### src/rtl/dma_ctl_fsm.sv
module dma_ctl_fsm #(
  parameter int NUM_EV = 10,
  parameter logic [27:0] OUT_TABLE = {4'b0011, 4'b1001, 4'b1101, 4'b0100,
                                      4'b0101, 4'b0110, 4'b0000}
) (
  input  logic              clk,
  input  logic              rst_n,
  input  logic [NUM_EV-1:0] ev,
  output logic              ctl_enable,
  output logic              ctl_intr_en,
  output logic              ctl_halt,
  output logic              ctl_drain,
  output logic              req_sw_clean,
  output logic              req_hw_clean,
  output logic              req_hw_start,
  output logic              running,
  output logic              started,
  output logic [2:0]        dbg_prev_state,
  output logic [3:0]        dbg_last_event
);
  localparam int EVW = 4;
  localparam logic [EVW-1:0] E_DOWN = 0, E_START = 1, E_HWSTARTED = 2,
    E_RUN = 3, E_SWCLEANED = 4, E_HWCLEANED = 5, E_HALTED = 6,
    E_IDLE = 7, E_ERR_A = 8, E_ERR_B = 9;

  typedef enum logic [2:0] {
    S_DOWN = 3'd0, S_STARTUP = 3'd1, S_IDLE = 3'd2, S_SWCLEAN = 3'd3,
    S_HWCLEAN = 3'd4, S_HALTWAIT = 3'd5, S_RUN = 3'd6
  } state_t;

  state_t st, nxt;
  logic intent, nintent, nstarted, nsw, nhw, nhs, vld;
  logic [EVW-1:0] e;
  logic [3:0] ctl;

  always_comb begin
    e = '0;
    for (int i = NUM_EV - 1; i >= 0; i--)
      if (ev[i]) e = EVW'(i);
  end
  assign vld = |ev;

  always_comb begin
    nxt = st;
    nintent = intent;
    nstarted = started;
    nsw = 1'b0;
    nhw = 1'b0;
    nhs = 1'b0;
    if (vld) begin
      case (st)
        S_DOWN: begin
          if (e == E_START || e == E_RUN) begin
            nxt = S_STARTUP;
            nstarted = 1'b1;
            if (e == E_RUN) nintent = 1'b1;
          end else if (e == E_SWCLEANED) nstarted = 1'b0;
        end
        S_STARTUP: begin
          if (e == E_DOWN) begin
            nxt = S_DOWN;
            nstarted = 1'b0;
          end else if (e == E_HWSTARTED) nxt = intent ? S_RUN : S_IDLE;
          else if (e == E_RUN) nintent = 1'b1;
          else if (e == E_IDLE) nintent = 1'b0;
        end
        S_IDLE: begin
          if (e == E_DOWN) begin
            nxt = S_DOWN;
            nstarted = 1'b0;
          end else if (e == E_RUN) begin
            nxt = S_RUN;
            nintent = 1'b1;
          end
        end
        S_SWCLEAN: begin
          if (e == E_DOWN) nxt = S_DOWN;
          else if (e == E_SWCLEANED) begin
            nxt = S_STARTUP;
            nhs = 1'b1;
          end else if (e == E_RUN) nintent = 1'b1;
          else if (e == E_IDLE) nintent = 1'b0;
        end
        S_HWCLEAN: begin
          if (e == E_DOWN) begin
            nxt = S_DOWN;
            nsw = 1'b1;
          end else if (e == E_HWCLEANED) begin
            nxt = S_SWCLEAN;
            nsw = 1'b1;
          end else if (e == E_RUN) nintent = 1'b1;
          else if (e == E_IDLE) nintent = 1'b0;
        end
        S_HALTWAIT: begin
          if (e == E_DOWN) begin
            nxt = S_DOWN;
            nsw = 1'b1;
          end else if (e == E_HALTED) begin
            nxt = S_HWCLEAN;
            nhw = 1'b1;
          end else if (e == E_RUN) nintent = 1'b1;
          else if (e == E_IDLE) nintent = 1'b0;
        end
        S_RUN: begin
          if (e == E_DOWN) begin
            nxt = S_DOWN;
            nsw = 1'b1;
          end else if (e == E_HALTED || e == E_ERR_A) begin
            nxt = S_SWCLEAN;
            nsw = 1'b1;
          end else if (e == E_IDLE) begin
            nxt = S_HALTWAIT;
            nintent = 1'b0;
          end else if (e == E_ERR_B) nxt = S_HALTWAIT;
        end
        default: nxt = S_DOWN;
      endcase
    end
  end

  always_ff @(posedge clk) begin
    if (!rst_n) begin
      st <= S_DOWN;
      intent <= 1'b0;
      started <= 1'b0;
      req_sw_clean <= 1'b0;
      req_hw_clean <= 1'b0;
      req_hw_start <= 1'b0;
      ctl <= OUT_TABLE[3:0];
      dbg_prev_state <= S_DOWN;
      dbg_last_event <= '0;
    end else begin
      st <= nxt;
      intent <= nintent;
      started <= nstarted;
      req_sw_clean <= nsw;
      req_hw_clean <= nhw;
      req_hw_start <= nhs;
      ctl <= OUT_TABLE[4*int'(nxt) +: 4];
      if (nxt != st) dbg_prev_state <= st;
      if (vld) dbg_last_event <= e;
    end
  end

  assign {ctl_drain, ctl_halt, ctl_intr_en, ctl_enable} = ctl;
  assign running = (st == S_RUN);
endmodule

### config.mk
export PLATFORM = sky130hd
export DESIGN_NAME = dma_ctl_fsm
export DESIGN_NICKNAME = d
export VERILOG_FILES = /design/src/rtl/dma_ctl_fsm.sv
export SDC_FILE = /design/constraint.sdc
export NUM_CORES = 1
export LEC_CHECK = 0
export ABC_AREA = 1
export BUFFER_PORTS_ARGS = -buffer_cell sky130_fd_sc_hd__buf_2
export CAP_MARGIN = 20
export CORE_ASPECT_RATIO = 1.4
export CORE_UTILIZATION = 31
export CTS_CLUSTER_SIZE = 30
export DETAILED_ROUTE_END_ITERATION = 8
export HOLD_SLACK_MARGIN = 0.03
export PLACE_DENSITY_LB_ADDON = 0.25
export SYNTH_ARGS = -nofsm -noshare
export SYNTH_HDL_FRONTEND = slang
export SYNTH_SLANG_ARGS = --single-unit
### constraint.sdc
create_clock -name clk -period 5.2 [get_ports clk]
set_input_delay 0.26 -clock clk [delete_from_list [all_inputs] [get_ports clk]]
set_output_delay 0.26 -clock clk [all_outputs]
set_load 0.01 [all_outputs]
==> results.ini <==
[floorplanning]
placementRows=29
boundaryPins=28
die_h_um=85.0
core_mm2=0.00464
chipWidth_um=61.3
die_area_mm2=0.00521
initial_core_util=0.329

[yosys]
synth.cell_area_mm2=0.00153
yosysSeqAreaShare=0.249
synth_cell_type_count=34
avgSynthCellArea_um2=6.55
syn_nets=245
synth_cells=233
yosys_warnings=0
ys_seq_elements=19

[grt]
antenna_found_initial=0
grt.overflow.total=0
grt_pass1_wl_mm=6.34
grt_start_max_net_pins=15
grt_pass1_vias=1423
grt_usage=0.161

[route]
final_antenna_net_count=0
routed_wl_mm=3.76
highest_layer=met4
met1_length_mm=1.45
wl_met2_mm=2.13
routed_via_density=4.79
wl_met3_um=123
drt_pass1_iterations=5
drtIter0Drc=43
post_drt_wl_per_cell_um=11.7
route.detailed.drc=0
via_count=1537

[placement]
post-dp-hpwl_mm=3.10
dp_cells=317
placed_area_mm2=0.00170
gp_congestion=0.920
portBuffers=27
detailedPlace.worstSlack_ns=2.87

[setup_path]
crit_path_end_kind=flop
r2r_cells=12
arrival_ns=2.40
crit_type=reg2reg
start_kind=flop
r2r-end=dbg_prev_state[2]$_SDFFE_PN0P_
reg2reg_slack_ns=2.95
critPathMaxFanout=12
crit_required_ns=5.34
r2r_start=st[1]$_SDFF_PN0_

[final_layout]
antennaDiodeCount=0
syn_to_final_growth_pct=14.7
final_util=0.377
fin_nets=272
fin_area_mm2=0.00175
instances_no_fill=321
drive_above_1_share=0.317
final_common_cell=nand2_1
final_cell_mix=50 x nand2_1, 28 x nor2_1, 28 x inv_1, 27 x buf_2, 19 x dfxtp_1

[power]
power.share.clock=0.285
power.density_mw_per_mm2=198
pwr-share-comb=0.260
switchingPower_uw=109
sw_frac_of_total=0.314
p_leak_nw=0.891
power_uw=347
peakVddDrop_mv=0.118
seq_power_share=0.455
intPower_uw=238

[clock_network]
ctsLongestPathBuffers=2
clock_latency_ns=0.25
tritoncts=yes
clk_pin_slew_ns=0.07
clock-sinks=19
cts_hold_buf=0
postCtsSetupBuffers=0
root_buffer=clkbuf_8
post_cts_resized=0
numCtsBuffers=3
htreeDepth=1

[min_path]
hp-class=in2reg
hold_end=dbg_prev_state[0]$_SDFFE_PN0P_
min-delay-start=rst_n
whs_path_depth=3

[timing]
setup_tns_ns=0
clock_skew_ns=0.00424
fin_ws_ns=2.95
fmax_mhz=444
setup_viol=0
post-route-period-util=0.433
drv_slew=0
layout_min_cycle_time_ns=2.25
tightest_slew_ns=0.511
hold_violations=0
holdWs_ns=0.305
rsz0062_at_grt=no
slew_headroom=0.659

[run_status]
outcome=completed

[job]
drv_cap=0

[registers in the layout, summed over array words and instances (netlist names)]
register	cells
req_hw_start	1
req_sw_clean	1
req_hw_clean	1
started	1
ctl	4
dbg_prev_state	3
dbg_last_event	4
st	3
intent	1
[final cells by class]
class | instances | area, um^2
clock buffers | 3 | 41.3
clock inverters | 1 | 5.00
repair buffers | 27 | 135
well taps | 62 | 77.6
multi-input cells | 166 | 950
inverters | 43 | 161
flip-flops and latches | 19 | 380
fillers | 556 | 2890
[routing by layer]
metal  track usage  up-vias
li1              -      811
met1         0.177      682
met3        0.0320        6
met2         0.306       38
met5             0        -
met4        0.0269        0
[synth_stat cells]
master,n,area share
nand3_4,1,0.011
nor2_1,28,0.069
a32oi_1,1,0.0057
nor3_4,2,0.021
dfxtp_1,19,0.25
nor4_2,1,0.0082
nor3b_1,1,0.0049
o21ai_1,5,0.016
buf_6,1,0.0074
o21ai_0,4,0.013
nand3_2,8,0.052
inv_1,28,0.069
nand4_2,3,0.025
nand4_1,11,0.045
a31oi_4,1,0.014
a211oi_1,1,0.0049
o22ai_1,1,0.0041
clkbuf_1,1,0.0025
a21oi_2,1,0.0057
nand2_1,50,0.12
nand3b_1,1,0.0049
a21oi_1,9,0.030
nor2_4,4,0.030
a31o_2,1,0.0057
a31oi_1,1,0.0041
nand3_1,15,0.049
inv_2,15,0.037
nand2_2,6,0.025
nor3_1,2,0.0066
nor2_2,4,0.016
nand2_4,3,0.022
o21ai_2,1,0.0057
buf_2,1,0.0033
buf_4,2,0.0098
[cells by family after synthesis]
group,after synthesis,synth area share
AO/OA/AOI/OAI,26,0.109
buffers and inverters,48,0.129
AND/OR/NAND/NOR,140,0.513
flip-flops,19,0.249
[critical path, stage by stage (launching register included)]
cell and delay (ns):
dfxtp_1 0.64, nand2_1 0.18, nor2_1 0.25, nand4_1 0.23, nand2_1 0.11, nand3b_1 0.11, nand2_1 0.09, nand3_1 0.13
inv_1 0.06, nor2_2 0.14, nand3_1 0.10, nand2_1 0.06, nor2_1 0.03
[how the worst max path moves through the flow]
stage	start	to	cells after the start
finish	st[1]$_SDFF_PN0_	dbg_prev_state[2]$_SDFFE_PN0P_	12
global placement	ev[8]	dbg_prev_state[2]$_SDFFE_PN0P_	23
detailed placement	ev[7]	dbg_prev_state[2]$_SDFFE_PN0P_	23
floorplan	ev[6]	dbg_prev_state[0]$_SDFFE_PN0P_	18
CTS	st[2]$_SDFF_PN0_	dbg_prev_state[2]$_SDFFE_PN0P_	13
global route	st[2]$_SDFF_PN0_	dbg_prev_state[2]$_SDFFE_PN0P_	13
[power by group through the flow]
| stage | clock [mW] | sequential [mW] | combinational (mW) |
|---|---|---|---|
| 5_1_grt | 0.111 | 0.159 | 0.104 |
| 6_report | 0.0989 | 0.158 | 0.0904 |
| 2_1_floorplan | 0 | 0.163 | 0.0659 |
| 4_1_cts | 0.104 | 0.158 | 0.0908 |
| 3_5_place_dp | 0 | 0.161 | 0.0904 |
| 3_3_place_gp | 0 | 0.161 | 0.0907 |
No activity file was read; power rests on OpenSTA's default activity.
